File: config.mk
export PLATFORM = sky130hd
export DESIGN_NAME = lane_deskew
export DESIGN_NICKNAME = d
export VERILOG_FILES = /design/src/rtl/lane_deskew_pkg.sv /design/src/rtl/lane_delay_line.sv /design/src/rtl/skew_tracker.sv /design/src/rtl/lane_deskew.sv
export SDC_FILE = /design/constraint.sdc
export NUM_CORES = 1
export LEC_CHECK = 0
export BUFFER_PORTS_ARGS = -buffer_cell sky130_fd_sc_hd__buf_4
export CAP_MARGIN = 20
export CORE_MARGIN = 2
export CORE_UTILIZATION = 40
export CTS_CLUSTER_DIAMETER = 80
export DETAILED_ROUTE_END_ITERATION = 6
export PLACE_DENSITY = 0.66
export RECOVER_POWER = 100
export SYNTH_ARGS = -nofsm -noshare
export SYNTH_HDL_FRONTEND = slang
export SYNTH_SLANG_ARGS = --single-unit
File: constraint.sdc
create_clock -name clk -period 1.8 [get_ports clk]
set_input_delay 0.18 -clock clk [delete_from_list [all_inputs] [get_ports clk]]
set_output_delay 0.18 -clock clk [all_outputs]
set_load 0.01 [all_outputs]
File: src/rtl/lane_deskew_pkg.sv
package lane_deskew_pkg;

    typedef enum logic [1:0] {
        DSK_HUNT = 2'd0,
        DSK_WAIT = 2'd1,
        DSK_LOCK = 2'd2
    } dsk_state_e;

    // Thermometer mask with the low (cnt_m1 + 1) bits set.
    function automatic logic [31:0] lane_mask(input int unsigned cnt_m1);
        logic [32:0] m;
        m = (33'd1 << (cnt_m1 + 1)) - 33'd1;
        return m[31:0];
    endfunction

endpackage

File: src/rtl/lane_delay_line.sv
module lane_delay_line #(
    parameter int DATA_W   = 8,
    parameter int MAX_SKEW = 3,
    parameter int SEL_W    = 2
) (
    input  logic              clk,
    input  logic              rst,
    input  logic [DATA_W-1:0] din,
    input  logic [SEL_W-1:0]  sel,
    input  logic              pass,
    output logic [DATA_W-1:0] dout
);
    // taps[0] is the live byte, taps[k] the byte from k cycles back.
    logic [DATA_W-1:0] taps [0:MAX_SKEW];

    assign taps[0] = din;

    for (genvar i = 1; i <= MAX_SKEW; i++) begin : g_stage
        logic [DATA_W-1:0] stage_q;
        always_ff @(posedge clk) begin
            if (rst) stage_q <= '0;
            else     stage_q <= taps[i-1];
        end
        assign taps[i] = stage_q;
    end

    always_ff @(posedge clk) begin
        if (rst)       dout <= '0;
        else if (pass) dout <= taps[sel];
        else           dout <= '0;
    end
endmodule

File: src/rtl/skew_tracker.sv
module skew_tracker
    import lane_deskew_pkg::*;
#(
    parameter int NUM_LANES = 4,
    parameter int MAX_SKEW  = 3,
    parameter int SEL_W     = 2
) (
    input  logic                       clk,
    input  logic                       rst,
    input  logic                       hs_enable,
    input  logic [NUM_LANES-1:0]       en_mask,
    input  logic [NUM_LANES-1:0]       lane_sync,
    output logic                       locked,
    output logic                       skew_err,
    output logic [NUM_LANES*SEL_W-1:0] lane_dly
);
    dsk_state_e           state;
    logic [NUM_LANES-1:0] seen;
    logic [SEL_W-1:0]     cnt;
    logic [SEL_W-1:0]     arrive [NUM_LANES];
    logic [NUM_LANES-1:0] fresh;
    logic                 all_now;
    logic                 hunting;

    assign fresh   = lane_sync & en_mask & ~seen;
    assign all_now = &(seen | fresh | ~en_mask);
    assign hunting = (state != DSK_LOCK);
    assign locked  = (state == DSK_LOCK);

    always_ff @(posedge clk) begin
        if (rst) begin
            state    <= DSK_HUNT;
            seen     <= '0;
            cnt      <= '0;
            skew_err <= 1'b0;
            lane_dly <= '0;
            for (int l = 0; l < NUM_LANES; l++) arrive[l] <= '0;
        end else begin
            skew_err <= 1'b0;
            if (!hs_enable) begin
                state <= DSK_HUNT;
                seen  <= '0;
                cnt   <= '0;
            end else if (hunting) begin
                for (int l = 0; l < NUM_LANES; l++) begin
                    if (fresh[l]) arrive[l] <= cnt;
                    lane_dly[l*SEL_W +: SEL_W] <= fresh[l] ? '0 : (cnt - arrive[l]);
                end
                if (all_now) begin
                    state <= DSK_LOCK;
                end else if (state == DSK_WAIT && cnt == SEL_W'(MAX_SKEW)) begin
                    skew_err <= 1'b1;
                    state    <= DSK_HUNT;
                    seen     <= '0;
                    cnt      <= '0;
                end else if (state == DSK_WAIT || |fresh) begin
                    state <= DSK_WAIT;
                    seen  <= seen | fresh;
                    cnt   <= cnt + 1'b1;
                end
            end
        end
    end
endmodule

File: src/rtl/lane_deskew.sv
module lane_deskew
    import lane_deskew_pkg::*;
#(
    parameter int NUM_LANES = 4,
    parameter int DATA_W    = 8,
    parameter int MAX_SKEW  = 3,
    parameter bit DESKEW_EN = 1'b1,
    localparam int CNT_W    = (NUM_LANES > 1) ? $clog2(NUM_LANES) : 1
) (
    input  logic                        clk,
    input  logic                        rst,
    input  logic                        hs_enable,
    input  logic [CNT_W-1:0]            lane_cnt_m1,
    input  logic [NUM_LANES*DATA_W-1:0] lane_data,
    input  logic [NUM_LANES-1:0]        lane_sync,
    output logic [NUM_LANES*DATA_W-1:0] out_data,
    output logic                        ready,
    output logic                        skew_err
);
    localparam int SEL_W = (MAX_SKEW > 1) ? $clog2(MAX_SKEW + 1) : 1;

    logic [31:0]          mask_full;
    logic [NUM_LANES-1:0] en_mask;

    assign mask_full = lane_mask(32'(lane_cnt_m1));
    assign en_mask   = mask_full[NUM_LANES-1:0];

    if (DESKEW_EN) begin : g_deskew
        logic                       locked;
        logic [NUM_LANES*SEL_W-1:0] lane_dly;

        skew_tracker #(
            .NUM_LANES(NUM_LANES),
            .MAX_SKEW (MAX_SKEW),
            .SEL_W    (SEL_W)
        ) u_track (
            .clk      (clk),
            .rst      (rst),
            .hs_enable(hs_enable),
            .en_mask  (en_mask),
            .lane_sync(lane_sync),
            .locked   (locked),
            .skew_err (skew_err),
            .lane_dly (lane_dly)
        );

        for (genvar l = 0; l < NUM_LANES; l++) begin : g_lane
            lane_delay_line #(
                .DATA_W  (DATA_W),
                .MAX_SKEW(MAX_SKEW),
                .SEL_W   (SEL_W)
            ) u_dly (
                .clk (clk),
                .rst (rst),
                .din (lane_data[l*DATA_W +: DATA_W]),
                .sel (lane_dly[l*SEL_W +: SEL_W]),
                .pass(locked & hs_enable & en_mask[l]),
                .dout(out_data[l*DATA_W +: DATA_W])
            );
        end

        always_ff @(posedge clk) begin
            if (rst) ready <= 1'b0;
            else     ready <= locked & hs_enable;
        end
    end else begin : g_passthru
        logic [NUM_LANES-1:0] seen_p;
        logic [NUM_LANES-1:0] hits;

        assign hits     = lane_sync & en_mask;
        assign skew_err = 1'b0;

        always_ff @(posedge clk) begin
            if (rst || !hs_enable) begin
                seen_p <= '0;
                ready  <= 1'b0;
            end else begin
                seen_p <= seen_p | hits;
                ready  <= &(seen_p | hits | ~en_mask);
            end
        end

        for (genvar l = 0; l < NUM_LANES; l++) begin : g_lane
            always_ff @(posedge clk) begin
                if (rst || !en_mask[l]) out_data[l*DATA_W +: DATA_W] <= '0;
                else                    out_data[l*DATA_W +: DATA_W] <= lane_data[l*DATA_W +: DATA_W];
            end
        end
    end
endmodule

[Yosys cells after proc, flatten, opt, wreduce, memory -nomap -nowiden]
Memories as Yosys holds them, arrays and structs flattened.
Cells that the tools add are included.
Word-level totals
  bits in registers: 146
  RAM bits: 8
  output and inout port bits: 34
  logic and storage cells: 130
  memories kept: 1
Memories
  g_deskew.u_track.arrive: depth 4, width 2, read ports 4, clocked after Yosys merged registers in 0, wr ports 4, line skew_tracker.sv:20  | logic [SEL_W-1:0] arrive [NUM_LANES];
Operators by class
  add/subtract/negate cells: 7
  $lt $le $gt $ge: 4
  eq/ne operators: 4
  shifts and indexed selects: 1
  mux-type cells: 50
  bitwise operators: 26
  reduce and logical (&&, ||, !) cells: 15
Operators with widths (number)
  binary-select mux 8 bit (select 2 bit): 4
  two-way mux 8 bit: 8
  two-way mux 2 bit: 13
  two-way mux 1 bit: 23
  greater-or-equal comparator 3 bit (second input constant): 4
  NOT 2 -> 3 bit: 4
  OR reduction 2 bit: 5
  bitwise AND 4 bit: 2
  two-way mux 4 bit: 2
  NOT 4 bit: 2
  bitwise OR 4 bit: 2
  OR reduction 4 bit: 2
  subtractor 2 bit: 4
  NOT 1 bit: 7
  bitwise AND 1 bit: 5
  == test 2 bit (second input constant): 2
  bitwise OR 1 bit: 4
  AND reduction 2 bit: 2
  AND reduction 4 bit: 1
  << shifter 1 x 3 -> 4 bit (first input constant): 1
  subtractor 4 x 1 -> 4 bit (second input constant): 1
  adder 2 x 1 -> 3 bit (second input constant): 1
  AND reduction 3 bit: 1
  nonzero test 3 bit: 1
  6 further kinds: 6

[Depth between registers and ports, before layout]
Gate-level depths: netlist of the first run.
  word-level depth: 11
  mapped depth: 7
  depth with buffers taken out: 7

[By module]
From an unflattened synthesis of the first run, not the netlist that was laid out.
Unflattened totals
  cells, all modules: 488
  area, all modules: 5587.9 um2
By module, submodules not included
  lane_delay_line: instances 4, cells an instance 87, area an instance 1062.3 um2
  skew_tracker: instances 1, cells an instance 130, area an instance 1256.2 um2
  lane_deskew: instances 1, cells an instance 10, area an instance 82.6 um2

[Worst setup path after synthesis of the first run]
No wires, ideal clock.
  kind: register -> register
  start: reg g_deskew.u_track.lane_dly[6]
  end: reg g_deskew.g_lane[3].u_dly.dout[0]
  setup time: 124 ps
  arrival: 1406 ps
  required time: 1676 ps
  path slack: 270 ps
  stages on the path, launching flop included: 4
  path buffers: 1
  period minus slack after synthesis: 1530 ps
  cell sequence: dfxtp_1 clkbuf_1 mux4_2 nor2b_1
On the way
  longest elaborated chain between the ends: 4
Ends and longest elaborated chain
  from (decl): line skew_tracker.sv:15  | output logic [NUM_LANES*SEL_W-1:0] lane_dly
  from (signal, indexed assignment): line skew_tracker.sv:47  | lane_dly[l*SEL_W +: SEL_W] <= fresh[l] ? '0 : (cnt - arrive[l]);
  NOT 2 -> 3 bit (not written as such): line lane_delay_line.sv:29  | else if (pass) dout <= taps[sel];
  binary-select mux 8 bit (select 2 bit): line lane_delay_line.sv:29
  two-way mux 8 bit (not written as such) (2 in a row): line lane_delay_line.sv:29
  to (signal assigned): line lane_delay_line.sv:29
  to (decl): line lane_delay_line.sv:11  | output logic [DATA_W-1:0] dout
No other way between the ends. The select of a mux whose other input is x is not followed.
A chain may end at the register's enable or synchronous reset.

[Final worst setup path of the first run]
  start: reg g_deskew.u_track.seen[1]
  end: reg g_deskew.u_track.seen[1]
On the way
  longest elaborated chain between the ends: 7
Ends and longest elaborated chain
  from (decl): line skew_tracker.sv:18  | logic [NUM_LANES-1:0] seen;
  from (signal assigned): line skew_tracker.sv:58  | seen <= seen | fresh;
  NOT 4 bit: line skew_tracker.sv:25  | assign fresh = lane_sync & en_mask & ~seen;
  bitwise AND 4 bit: line skew_tracker.sv:25
  bitwise OR 4 bit: line skew_tracker.sv:26, skew_tracker.sv:58
  bitwise OR 4 bit: line skew_tracker.sv:26  | assign all_now = &(seen | fresh | ~en_mask);
  AND reduction 4 bit: line skew_tracker.sv:26
  NOT 1 bit (no source line)
  AND reduction 3 bit (no source line)
Several ways; a longest one is shown, not always the timed one. The select of a mux whose other input is x is not followed.

==> impl_summary.log, run 1 <==
[metrics] Clk Tree Root Cell: clkbuf_16
[metrics] global router's overall resource usage: 0.161
[metrics] DRC viols: 0
[metrics] minimum clock period: roughly 1.6 ns
[metrics] fill count: 1217
[metrics] maximum level of the CTS H-tree: 4
[metrics] hold violation total from the final report: 0
[metrics] largest buffer count on any clock path: 2
[metrics] largest area contributor in the netlist: dfxtp_1
[metrics] initial antenna violation count: 0
[metrics] number of sinks on the clock net: ~150
[metrics] leading register cell type out of synthesis: dfxtp_1
[metrics] post-layout net count: 601
[metrics] arrival time worst endpoint: between 1.5 and 2 ns
[metrics] number of inserted diodes: 0
[metrics] maximum number of pins on one net before global-route repair: 60
[metrics] startpoint class of the critical path: flop
[metrics] drt first-iter violations: about 140
[metrics] post-synthesis simple-gate area fraction: 0.199
[metrics] actual slew at the worst max-slew pin: 1.15 ns
[metrics] met2 capacity usage during global routing: 0.248
[metrics] dominant combinational cell family by area after synthesis: simple AND/OR/NAND/NOR gates
[metrics] Leakage Power: between 2 and 3 nW
[metrics] GRT met1 Usage: 0.209
[metrics] Post-Syn Instances: 447
[metrics] Ys Warns: 0
[metrics] vias in the first global route: about 3700
[metrics] Mapped Avg Cell Area: around 12 um^2
[metrics] post-CTS repair timing setup buffer count: 0
[metrics] starting density of the core: 0.412
[metrics] I/O pins: between 70 and 80
[metrics] IR Drop Worst-Case VDD: between 500 and 600 uV
[metrics] count of buffers from port buffering: between 70 and 80
[metrics] max-cap violations: 0
[metrics] share of the synthesized area in compound gates (AO/OA/AOI/OAI): 0.0422
[metrics] global-route wire length before repair: roughly 18 mm
[metrics] Clk Latency, worst-skew pair: about 0.42 ns
[metrics] post-synthesis sequential area ratio: 0.577
[metrics] Synth async-reset ratio: 0
[metrics] combined flip-flop and latch cell area: roughly 3200 um^2
[metrics] flops & latches, synth: ~150
[metrics] total routed wirelength: ~11 mm
[metrics] unrepaired setup endpoints after global routing: no
[metrics] Clock transition at path regs: approximately 0.06 ns
[metrics] CP Data Required Time: about 2.1 ns
[metrics] placeable core area: about 13000 um^2
[metrics] share of the clock period used by the worst path: 0.911
[metrics] total area of multi-input combinational cells: about 2200 um^2
[metrics] number of vias after detailed routing: approximately 3600
[metrics] proportion of synthesized area in mux cells: 0.132
[metrics] count of antenna-violating nets left after detailed routing: 0
[metrics] status: complete, no violations
[metrics] final HPWL from detailed placement: about 7 mm
[metrics] peak-usage layer in the global routing report: met2
[metrics] area of the mapped netlist: 5480 um^2
[metrics] Setup-failing EPs final: 0
[metrics] number of gates resized after cts: 0
[metrics] relative area change from synthesis to final layout: 27.1%
[metrics] maximum clock frequency: between 600 and 700 MHz
[metrics] Setup TNS: 0 ns
[metrics] width of the chip: 121 um
[metrics] overall die height: between 100 and 150 um
[metrics] total chip power: slightly below 8 mW
[metrics] post-synthesis share of cell area spent on full adders, half adders and majority gates: 0.0114
[metrics] XOR/XNOR share of the synthesized area: 0.0128
[metrics] type of the worst setup path: flop to flop
[metrics] Die Outline Area: ~15000 um^2
[metrics] dominant cells by area after synthesis: dfxtp_1 (53%), mux4_2 (13%), nor2b_1 (13%)
[metrics] classification of the worst-slack hold path: input port to flop
[metrics] met3 track utilization from global routing: 0.0512
[metrics] leading cell types in the layout, fill and taps excluded: dfxtp_1 (146), nor2b_1 (115), buf_4 (45)
[metrics] number of standard-cell rows in the floorplan: 42
[metrics] setup skew after layout: a little under 0.006 ns
[metrics] last weighted congestion value of the routability-driven placer: around 0.87
[metrics] remaining global-route overflow: 0
[metrics] number of flops mapped to enable cells by yosys: 8
[metrics] most frequent standard cell in the layout excluding fill and tap cells: dfxtp_1
[metrics] top-area cell type share of the netlist area: 0.533
[metrics] power density over the cells: between 1000 and 1500 nW/um^2
[metrics] post-synth net total: 493
[metrics] detailed-router iteration count before antenna repair: 4
[metrics] clock buffers created by TritonCTS: 17
[metrics] max-slew violation count: 0
[metrics] number of vias per cell after detailed routing: about 4.8
[metrics] worst max-slew margin expressed relative to the limit: 0.234
[metrics] CTS tree: done
[metrics] library cells used by synthesis: 40
[metrics] Critical Path Sink Type: flop
[metrics] average wire per standard cell: roughly 15 um
[metrics] critical-path maximum fanout: 13
[metrics] fraction of final layout cells sized beyond drive strength 1: 0.210
## path summary, 6_finish.rpt
| path | from | endpoint | slack, ns | depth (start not counted) |
|---|---|---|---|---|
| max | g_deskew.u_track.seen[1] | g_deskew.u_track.seen[1] | 0.16 | 4 |
| min | lane_data[28] | g_deskew.g_lane[3].u_dly.g_stage[1].stage_q[4] | 0.006 | 2 |
| max reg2reg | g_deskew.u_track.seen[1] | g_deskew.u_track.seen[1] | 0.16 | 4 |
| min reg2reg | g_deskew.g_lane[1].u_dly.g_stage[1].stage_q[0] | g_deskew.g_lane[1].u_dly.g_stage[2].stage_q[0] | 0.46 | 1 |
## final cells by class
class	instances	area share
Sequential cell	154	0.454
Multi-Input combinational cell	261	0.310
Timing Repair Buffer	117	0.114
Clock buffer	21	0.0676
Tap cell	176	0.0316
Clock inverter	10	0.0198
Inverter	4	0.00216
## kinds of logic (layout without fill, tap and decap cells)
| family | Yosys count | count (layout) |
|---|---|---|
| AO/OA/AOI/OAI | 33 | 33 |
| XOR/XNOR | 8 | 8 |
| adder cells (fa/ha/maj) | 5 | 5 |
| buffers and inverters | 32 | 152 |
| flip-flops | 154 | 154 |
| multiplexers | 32 | 32 |
| AND/OR/NAND/NOR | 183 | 183 |
## sequential cells by signal, summed over array words and instances, names as in the netlist
register / count
g_deskew.u_track.lane_dly: 8
g_deskew.u_track.cnt: 2
g_deskew.u_track.state: 2
g_deskew.u_track.skew_err: 1
g_deskew.g_lane.u_dly.dout: 32
g_deskew.u_track.arrive: 8
ready: 1
g_deskew.u_track.seen: 4
g_deskew.g_lane.u_dly.g_stage.stage_q: 96
## critical path: stages (launching register included)
cell	delay, ns
dfxtp_1	0.36
o32ai_1	0.34
o21a_1	0.44
a21oi_1	0.14
a211oi_1	0.27
## stage by stage
step	setup WS [ns]	cells	util	hold slack [ns]	cell area [um^2]
final	0.160	743	0.524	0.00572	6960
after global routing	0.0109	743	0.524	0.00721	6960
after CTS	0.193	743	0.536	0.000933	7130
after detailed placement	0.175	684	0.469	0.407	6240
after global placement	0.247	684	0.469	0.399	6240
after floorplan	0.270	447	-	0.308	5480
## synthesized netlist by cell type, types with 2 or more instances
library cell and count:
dfxtp_1 146, nor2b_1 115, mux4_2 32, clkbuf_1 21, nor2_1 17, and3_1 16, a21oi_1 13, nor3_1 9
edfxtp_1 8, nand2_1 8, xnor2_1 6, ha_1 5, a211oi_1 4, buf_2 4, inv_1 4, nand3_1 4
o21ai_0 3, or2b_1 3, a21o_1 2, buf_6 2, nand2b_1 2, nor3b_1 2, o32ai_1 2, or3_1 2
xor2_1 2
## per-layer routing
metal	wire length, um	share of wire
met1	5070	0.47
met2	5120	0.47
met3	474	0.044
met4	214	0.020
met5	0	0
## power by group
| part | total [mW] | internal [mW] | switching [mW] | leakage (nW) |
|---|---|---|---|---|
| clock | 3.65 | 2.29 | 1.36 | 0.301 |
| combinational | 0.602 | 0.349 | 0.252 | 1.13 |
| sequential | 3.63 | 3.56 | 0.0695 | 1.28 |
## timing repair
action	in CTS	in global routing
endpoints found under the setup margin	0	0
endpoints found under the hold margin	28	0
hold buffers	28	0
No activity file was read; power rests on OpenSTA's default activity.
==> run 2: changes to the inputs <==
--- a/config.mk
+++ b/config.mk
@@ -5,14 +5,16 @@
 export SDC_FILE = /design/constraint.sdc
 export NUM_CORES = 1
 export LEC_CHECK = 0
+export ABC_AREA = 1
 export BUFFER_PORTS_ARGS = -buffer_cell sky130_fd_sc_hd__buf_4
 export CAP_MARGIN = 20
 export CORE_MARGIN = 2
-export CORE_UTILIZATION = 40
+export CORE_UTILIZATION = 57
 export CTS_CLUSTER_DIAMETER = 80
 export DETAILED_ROUTE_END_ITERATION = 6
-export PLACE_DENSITY = 0.66
+export PLACE_DENSITY = 0.86
 export RECOVER_POWER = 100
+export SETUP_SLACK_MARGIN = 0.4
 export SYNTH_ARGS = -nofsm -noshare
 export SYNTH_HDL_FRONTEND = slang
 export SYNTH_SLANG_ARGS = --single-unit
==> run 2 against run 1 <==
Net effect:
- worst hold slack improved by 0.015 ns
- largest cell class unchanged
- largest power group is now sequential cells
- combinational power is 32% higher
- critical endpoint is now g_deskew.u_track.lane_dly[5]
- clock power is 6.3% lower
==> impl_summary.log, run 2 <==
[metrics] overall die height: 103 um (-15%)
[metrics] count of antenna-violating nets left after detailed routing: 0 (unchanged)
[metrics] final HPWL from detailed placement: 7.49 mm (+4.6%)
[metrics] most frequent cells after synthesis: dfxtp_1 (146), inv_1 (132), nor2_1 (117), a21oi_1 (101), o21ai_0 (68)
[metrics] max-slew violation count: 0 (unchanged)
[metrics] most frequent standard cell in the layout excluding fill and tap cells: dfxtp_1
[metrics] leading cell types in the layout, fill and taps excluded: dfxtp_1 (144), inv_1 (130), nor2_1 (116)
[metrics] register name with the most flops: g_deskew.g_lane.u_dly.g_stage.stage_q
[metrics] Critical Path Sink Type: flop
[metrics] CP Data Required Time: 2.25 ns (+0.13 ns)
[metrics] max-cap violations: 0 (unchanged)
[metrics] fraction of final layout cells sized beyond drive strength 1: 0.127 (-0.0834)
[metrics] drt first-iter violations: 218 (+59%)
[metrics] leading register cell type out of synthesis: dfxtp_1
[metrics] flops & latches, synth: 154 (unchanged)
[metrics] Critical Path, Cell by Cell: inv_1 > ha_1 > xnor2_2 > xor2_1 > nand3_1 > a21oi_2
[metrics] classification of the worst-slack hold path: input port to flop
[metrics] starting density of the core: 0.581 (+0.169)
[metrics] Clock transition at path regs: 0.06 ns (about the same)
[metrics] DRC viols: 0 (unchanged)
[metrics] Die Outline Area: 10700 um^2 (-27%)
[metrics] Post-DP Area: 6300 um^2 (+0.94%)
[metrics] type of the worst setup path: flop to flop
[metrics] library cells used by synthesis: 27 (-33%)
[metrics] Leakage Power: 3.14 nW (+16%)
[metrics] proportion of synthesized area in mux cells: 0 (-0.132)
[metrics] average wire per standard cell: 14.0 um (-4.6%)
[metrics] last weighted congestion value of the routability-driven placer: 0.832 (-4.1%)
[metrics] most used standard cell by instance count after synthesis: dfxtp_1
[metrics] status: complete, no violations
[metrics] reg-to-reg slack, setup: 0.23 ns (+0.07 ns)
[metrics] share of the clock period used by the worst path: 0.871 (-0.0407)
[metrics] relative area change from synthesis to final layout: 26.9%
[metrics] number of vias per cell after detailed routing: 5.10 (+6.2%)
[metrics] reg2reg path depth: 6 (+2)
[metrics] Mapped Avg Cell Area: 8.06 um^2 (-34%)
[metrics] count of buffers from port buffering: 74 (unchanged)
[metrics] final worst-path setup slack: 0.233 ns (+0.0732 ns)
[metrics] actual slew at the worst max-slew pin: 0.689 ns (-0.460 ns)
[metrics] hold-critical path depth: 5 (+3)
[metrics] area of the mapped netlist: 5630 um^2 (+2.6%)
[metrics] post-synthesis simple-gate area fraction: 0.148 (-0.0505)
[metrics] remaining global-route overflow: 0 (unchanged)
[metrics] dominant cells by area after synthesis: dfxtp_1 (52%), a21oi_1 (9.0%), inv_1 (8.8%)
[metrics] non-filler cells, final: 956 (+29%)
[metrics] number of vias after detailed routing: 4879 (+37%)
[metrics] Setup-failing EPs final: 0 (unchanged)
[metrics] initial antenna violation count: 1 (+1)
[metrics] detailed-router iteration count before antenna repair: 6 (+2)
[metrics] smallest hold slack: 0.0205 ns (+0.0148 ns)
[metrics] Synth async-reset ratio: 0 (unchanged)
[metrics] capture point of the worst reg-to-reg path: g_deskew.u_track.lane_dly[5]
[metrics] flip-flop count of the largest register, all copies and words added: 96 (unchanged)
[metrics] post-synthesis sequential area ratio: 0.562 (-0.0149)
[metrics] worst slack after detailed placement: 0.227 ns (+0.0517 ns)
[metrics] share of the synthesized area in compound gates (AO/OA/AOI/OAI): 0.153 (+0.111)
[metrics] post-layout net count: 856 (+42%)
[metrics] clock buffers created by TritonCTS: 17 (unchanged)
[metrics] number of flops mapped to enable cells by yosys: 8 (unchanged)
[metrics] CTS tree: done
[metrics] arrival time worst endpoint: 2.02 ns (+0.06 ns)
[metrics] top-area cell type share of the netlist area: 0.520 (-0.0138)
[metrics] post-synthesis share of cell area spent on full adders, half adders and majority gates: 0.0111 (-0.000295)
[metrics] biggest cell delay along the critical path: 0.37 ns (-0.07 ns)
[metrics] hold violation total from the final report: 0 (unchanged)
[metrics] vias in the first global route: 4579 (+23%)
[metrics] post-synth net total: 744 (+51%)
[metrics] power density over the cells: 1100 nW/um^2 (-3.0%)
[metrics] number of placed instances with taps included: 886 (+30%)
[metrics] hold_sp: lane_sync[1]
[metrics] end of the worst hold path: g_deskew.u_track.seen[1]
[metrics] number of standard-cell rows in the floorplan: 36 (-14%)
[metrics] Post-Syn Instances: 698 (+56%)
[metrics] leading registers by flop count: g_deskew.g_lane.u_dly.g_stage.stage_q: 96 flops, g_deskew.g_lane.u_dly.dout: 32 flops
[metrics] Ys Warns: 0 (unchanged)
[metrics] XOR/XNOR share of the synthesized area: 0.0125 (-0.000330)
[metrics] maximum clock frequency: 638 MHz (+4.7%)
[metrics] maximum number of pins on one net before global-route repair: 70 (+17%)
[metrics] cell type of the slowest stage on the worst timing path: dfxtp_1
[metrics] I/O pins: 75 (unchanged)
[metrics] width of the chip: 103 um (-15%)
[metrics] maximum level of the CTS H-tree: 4 (unchanged)
[metrics] global-route wire length before repair: 20.5 mm (+12%)
[metrics] minimum clock period: 1.57 ns (-0.0732 ns)
[metrics] setup skew after layout: 0.00752 ns (+0.00169 ns)
[metrics] startpoint class of the critical path: flop
[metrics] total routed wirelength: 13.4 mm (+23%)
[metrics] Clk Latency, worst-skew pair: 0.53 ns (+0.11 ns)
[metrics] number of sinks on the clock net: 154 (unchanged)
[metrics] dominant combinational cell family by area after synthesis: compound AO/OA/AOI/OAI gates
[metrics] worst max-slew margin expressed relative to the limit: 0.541 (+0.307)
[metrics] Clk Tree Root Cell: clkbuf_8
[metrics] placeable core area: 9680 um^2 (-27%)
[metrics] IR Drop Worst-Case VDD: 550 uV (-5.6%)
[metrics] largest area contributor in the netlist: dfxtp_1
[metrics] Setup TNS: 0 ns (unchanged)
[metrics] unrepaired setup endpoints after global routing: yes
[metrics] critical-path maximum fanout: 9 (-4)
[metrics] R2R Path Start: g_deskew.u_track.cnt[0]
[metrics] global router's overall resource usage: 0.248 (+0.0862)
[metrics] largest buffer count on any clock path: 2 (unchanged)
[metrics] Post-Layout Inst Area: 7140 um^2 (+2.5%)
[run 2: changes by cell type in the layout (fill, tap and decap cells not counted), sizes merged, moves of 45 or more]
cell / change
inv: +126
nor2b: -116
nor2: +104
a21oi: +88
o21ai: +64
nand2: +45
[run 2: area by class of cell]
type	instances	area, um^2
Timing Repair Buffer	122	863
Sequential cell	154	3170
Inverter	134	505
Clock inverter	7	90.1
Tap cell	133	166
Multi-Input combinational cell	381	1870
Antenna cell	1	2.50
Fill cell	660	2540
Clock buffer	24	480
[run 2: worst max-delay path, delay by kind of cell, from the launching register on]
kind | cells | cell delay [ns]
buffers and inverters | 1 | 0.18
and+or+nand+nor | 1 | 0.13
AOI/OAI and AO/OA | 1 | 0.18
DFF | 1 | 0.37
adders and majority gates | 1 | 0.28
xor gates and xnor gates | 2 | 0.35
[run 2: how the worst max path moves through the flow]
stage | startpoint | to | slack (ns)
after floorplan | g_deskew.u_track.state[1] | g_deskew.u_track.arrive[0][4] | 0.36
after global placement | g_deskew.u_track.state[1] | g_deskew.g_lane[3].u_dly.dout[7] | 0.35
after detailed placement | g_deskew.u_track.state[1] | g_deskew.g_lane[3].u_dly.dout[6] | 0.23
after CTS | g_deskew.u_track.cnt[0] | g_deskew.u_track.lane_dly[5] | 0.40
after global routing | g_deskew.u_track.state[1] | g_deskew.u_track.lane_dly[5] | 0.20
final | g_deskew.u_track.cnt[0] | g_deskew.u_track.lane_dly[5] | 0.23
[run 2: cells by family (layout without fill, tap and decap cells)]
| group | Yosys count | count (layout) |
|---|---|---|
| compound gates | 171 | 171 |
| xor+xnor | 8 | 8 |
| fa+ha+maj | 5 | 5 |
| buf+inv | 164 | 287 |
| flops | 154 | 154 |
| other cells | 0 | 1 |
| simple gates | 196 | 197 |
[run 2: where the power goes]
| part | switching, mW | total [mW] | internal [mW] | leakage [nW] |
|---|---|---|---|---|
| clock | 1.32 | 3.42 | 2.11 | 0.277 |
| sequential | 0.0507 | 3.62 | 3.57 | 1.28 |
| combinational | 0.484 | 0.797 | 0.313 | 1.58 |
| total | 1.85 | 7.84 | 5.99 | 3.14 |
[run 2: metrics by stage]
step           power, mW  utilization
2_1_floorplan       4.16            -
3_3_place_gp        4.33        0.650
3_5_place_dp        4.37        0.650
4_1_cts             7.79        0.745
5_1_grt             8.11        0.737
6_report            7.84        0.737
[run 2: repair_timing]
| action | CTS | global route |
|---|---|---|
| pin swaps | 1 | 6 |
| setup buffers | 0 | 4 |
| endpoints found under the hold margin | 61 | 0 |
| hold buffers | 33 | 0 |
| gates cloned | 0 | 1 |
| setup endpoints to repair | 23 | 47 |
| gates resized for setup | 6 | 20 |
[run 2: layer usage]
layer	share of wire	wire (um)	vias to the layer above	track usage
met4	0.019	248	0	0.101
met1	0.42	5670	2313	0.306
li1	-	-	2388	-
met5	0	0	-	0
met3	0.054	721	18	0.0578
met2	0.50	6710	160	0.418
==> run 3: changes to the inputs <==
--- a/config.mk
+++ b/config.mk
@@ -8,7 +8,7 @@
 export ABC_AREA = 1
 export BUFFER_PORTS_ARGS = -buffer_cell sky130_fd_sc_hd__buf_4
 export CAP_MARGIN = 20
-export CORE_MARGIN = 2
+export CORE_MARGIN = 4
 export CORE_UTILIZATION = 57
 export CTS_CLUSTER_DIAMETER = 80
 export DETAILED_ROUTE_END_ITERATION = 6
==> constraint.sdc (replaced) <==
create_clock -name clk -period 1.6 [get_ports clk]
set_input_delay 0.16 -clock clk [delete_from_list [all_inputs] [get_ports clk]]
set_output_delay 0.16 -clock clk [all_outputs]
set_load 0.01 [all_outputs]
==> run 3 against run 2 <==
Net effect:
- the run now ends with setup timing left
- cell count is 1.7% higher
- non-clock buffer count increased by 21
- clock power rose by 25%
- utilization rose by 8.4 points
- clock skew rose by 0.0042 ns
- via count up 15%
- global-route usage is 3.5 points higher
- first-iteration DRC count grew to 2.9 times the previous value
- count of clock-buffer cells in the layout down 5
- final area rose by 8.3%
- largest power group is now clock
- highest routed layer unchanged
==> impl_summary.log, run 3 (synthesis gave the netlist of run 2 again) <==
[metrics] status: finished with violations
[metrics] violations in the final reports: setup timing
[metrics] IR Drop Worst-Case VDD: 946 uV (+72%)
[metrics] Setup-failing EPs final: 1 (+1)
[metrics] leading registers by flop count: g_deskew.g_lane.u_dly.g_stage.stage_q: 96 flops, g_deskew.g_lane.u_dly.dout: 32 flops
[metrics] maximum level of the CTS H-tree: 4 (unchanged)
[metrics] number of vias after detailed routing: 5623 (+15%)
[metrics] CTS tree: done
[metrics] unrepaired setup endpoints after global routing: yes
[metrics] hold violation total from the final report: 0 (unchanged)
[metrics] fill count: 523 (-21%)
[metrics] total area of multi-input combinational cells: 2160 um^2 (+16%)
[metrics] placeable core area: 9420 um^2 (-2.8%)
[metrics] fraction of power consumed by combinational cells: 0.128 (+0.026)
[metrics] biggest cell delay along the critical path: 0.42 ns (+0.05 ns)
[metrics] hold_sp: lane_sync[2]
[metrics] type of the worst setup path: flop to flop
[metrics] R2R Path Start: g_deskew.u_track.arrive[0][2]
[metrics] startpoint class of the critical path: flop
[metrics] setup skew after layout: 0.0117 ns (+0.00420 ns)
[metrics] Leakage Power: 3.28 nW (+4.7%)
[metrics] I/O pins: 75 (unchanged)
[metrics] CP Data Required Time: 2.03 ns (-0.22 ns)
[metrics] number of vias per cell after detailed routing: 5.78 (+13%)
[metrics] actual slew at the worst max-slew pin: 0.515 ns (-0.174 ns)
[metrics] drt first-iter violations: 630 (+190%)
[metrics] initial antenna violation count: 0 (-1)
[metrics] max-cap violations: 0 (unchanged)
[metrics] capture point of the worst reg-to-reg path: g_deskew.u_track.lane_dly[3]
[metrics] total routed wirelength: 19.5 mm (+46%)
[metrics] kind of cell with the highest combined delay on the critical path: XOR/XNOR gates
[metrics] CP Buf/Inv Count: 0 (-1)
[metrics] reg-to-reg slack, setup: -0.03 ns (-0.26 ns)
[metrics] sequential fraction of design power: 0.428 (-0.034)
[metrics] leading cell types in the layout, fill and taps excluded: dfxtp_1 (137), nor2_1 (113), inv_1 (112)
[metrics] overall die height: 107 um (+3.9%)
[metrics] Clock transition at path regs: 0.07 ns (about the same)
[metrics] Die Outline Area: 11500 um^2 (+7.9%)
[metrics] Clk Latency, worst-skew pair: 0.54 ns (about the same)
[metrics] Clk Tree Root Cell: clkbuf_8
[metrics] count of antenna-violating nets left after detailed routing: 0 (unchanged)
[metrics] average wire per standard cell: 20.1 um (+44%)
[metrics] width of the chip: 107 um (+3.9%)
[metrics] number of standard-cell rows in the floorplan: 35 (-2.8%)
[metrics] maximum number of pins on one net before global-route repair: 105 (+50%)
[metrics] DRC viols: 0 (unchanged)
[metrics] last weighted congestion value of the routability-driven placer: 0.873 (+4.9%)
[metrics] hold-critical path depth: 5 (unchanged)
[metrics] number of inserted diodes: 0 (-1)
[metrics] non-filler cells, final: 972 (+1.7%)
[metrics] arrival time worst endpoint: 2.06 ns (+0.04 ns)
[metrics] register name with the most flops: g_deskew.g_lane.u_dly.g_stage.stage_q
[metrics] number of sinks on the clock net: 154 (unchanged)
[metrics] Worst Setup SP: g_deskew.u_track.arrive[0][2]
[metrics] power density over the cells: 1240 nW/um^2 (+13%)
[metrics] minimum clock period: 1.63 ns (+0.0582 ns)
[metrics] flip-flop count of the largest register, all copies and words added: 96 (unchanged)
[metrics] clock buffers created by TritonCTS: 17 (unchanged)
[metrics] Setup TNS: -0.0253 ns (-0.0253 ns)
[metrics] detailed-router iteration count before antenna repair: 6 (unchanged)
[metrics] Critical Path, Cell by Cell: ha_4 > xnor2_2 > xor2_1 > nand3_1 > a21oi_1
[metrics] most frequent standard cell in the layout excluding fill and tap cells: dfxtp_1
[metrics] starting density of the core: 0.597 (+0.0166)
[metrics] max-slew violation count: 0 (unchanged)
[metrics] relative area change from synthesis to final layout: 37.4%
[metrics] reg2reg path depth: 5 (-1)
[metrics] combined flip-flop and latch cell area: 3180 um^2 (+0.59%)
[metrics] global router's overall resource usage: 0.282 (+0.0348)
[metrics] classification of the worst-slack hold path: input port to flop
[metrics] internal power: 7.10 mW (+19%)
[metrics] vias in the first global route: 5328 (+16%)
[metrics] cell type of the slowest stage on the worst timing path: edfxtp_1
[metrics] global-route wire length before repair: 25.4 mm (+24%)
[metrics] maximum clock frequency: 615 MHz (-3.6%)
[metrics] Net Sw Frac: 0.262 (+0.0255)
[metrics] worst max-slew margin expressed relative to the limit: 0.656 (+0.116)
[metrics] largest buffer count on any clock path: 2 (unchanged)
[metrics] share of the clock period used by the worst path: 1.02 (+0.145)
[metrics] fraction of final layout cells sized beyond drive strength 1: 0.212 (+0.0858)
[metrics] post-layout net count: 877 (+2.5%)
[metrics] number of placed instances with taps included: 879 (-0.79%)
[metrics] end of the worst hold path: g_deskew.u_track.seen[2]
[metrics] Critical Path Sink Type: flop
[metrics] clock network power share: 0.444 (+0.007)
[metrics] remaining global-route overflow: 0 (unchanged)
[metrics] final worst-path setup slack: -0.0253 ns (-0.258 ns)
[metrics] net switching component of the power: 2.52 mW (+36%)
[metrics] final HPWL from detailed placement: 7.72 mm (+3.1%)
[metrics] critical-path maximum fanout: 1 (-8)
[metrics] count of buffers from port buffering: 74 (unchanged)
run 3: cell count changes in the layout (fill, tap and decap cells not counted), moves of 8 or more:
cell,previous run,this run
buf_4,52,29
buf_6,0,9
a21oi_2,2,11
nand2_1,51,42
inv_1,130,112
clkbuf_1,39,47
inv_2,3,14
clkbuf_4,1,21
a21oi_1,99,90
run 3: worst max path at each step:
stage	end	slack [ns]	depth (start not counted)
2_1_floorplan	g_deskew.u_track.arrive[0][6]	0.36	6
3_3_place_gp	g_deskew.g_lane[1].u_dly.dout[1]	0.21	7
3_5_place_dp	g_deskew.g_lane[1].u_dly.dout[3]	0.17	7
4_1_cts	g_deskew.u_track.lane_dly[7]	0.27	6
5_1_grt	g_deskew.u_track.lane_dly[3]	-0.004	5
6_report	g_deskew.u_track.lane_dly[3]	-0.03	5
run 3: power groups by stage:
stage | Combinational (mW) | Sequential [mW] | Clock, mW
floorplan | 0.562 | 4.13 | 0
global placement | 0.730 | 4.15 | 0
detailed placement | 0.761 | 4.16 | 0
CTS | 0.988 | 4.08 | 4.20
global route | 1.31 | 4.11 | 4.41
finish | 1.23 | 4.11 | 4.27
run 3: timing repair:
item,4_1_cts,5_1_grt
pin swaps,23,30
resized for setup,58,77
hold buffers,33,0
endpoints found under the setup margin,54,62
endpoints found under the hold margin,68,0
cloned,0,1
buffers inserted,16,12
run 3: metrics by stage:
stage	util	hold WS (ns)	instance area (um^2)	power (mW)	worst slack (ns)
2_1_floorplan	-	0.267	5670	4.69	0.365
3_3_place_gp	0.671	0.371	6310	4.88	0.208
3_5_place_dp	0.671	0.377	6310	4.92	0.172
4_1_cts	0.807	0.00614	7590	9.27	0.267
5_1_grt	0.821	0.0782	7730	9.84	-0.00397
6_report	0.821	0.0333	7730	9.61	-0.0253
run 3: cell type report:
type | count | share of cell area
well taps | 129 | 0.0209
multi-input cells | 380 | 0.279
inverters | 134 | 0.0693
repair inverters | 1 | 0.000971
clock buffers | 19 | 0.0558
repair buffers | 143 | 0.138
flip-flops and latches | 154 | 0.412
clock inverters | 12 | 0.0243
run 3: worst min-delay path, cell delays in order:
cell     delay, ns
buf_4         0.08
nand2_2       0.08
nand2_1       0.09
a21oi_2       0.05
nor2_1        0.08
run 3: per-layer routing:
| layer | wire, um | part of all wire | vias up | global-route usage |
|---|---|---|---|---|
| met5 | 0 | 0 | - | 0 |
| met4 | 1390 | 0.071 | 0 | 0.149 |
| met3 | 1820 | 0.093 | 141 | 0.0816 |
| met2 | 9620 | 0.49 | 454 | 0.496 |
| met1 | 6660 | 0.34 | 2590 | 0.308 |
| li1 | - | - | 2438 | - |
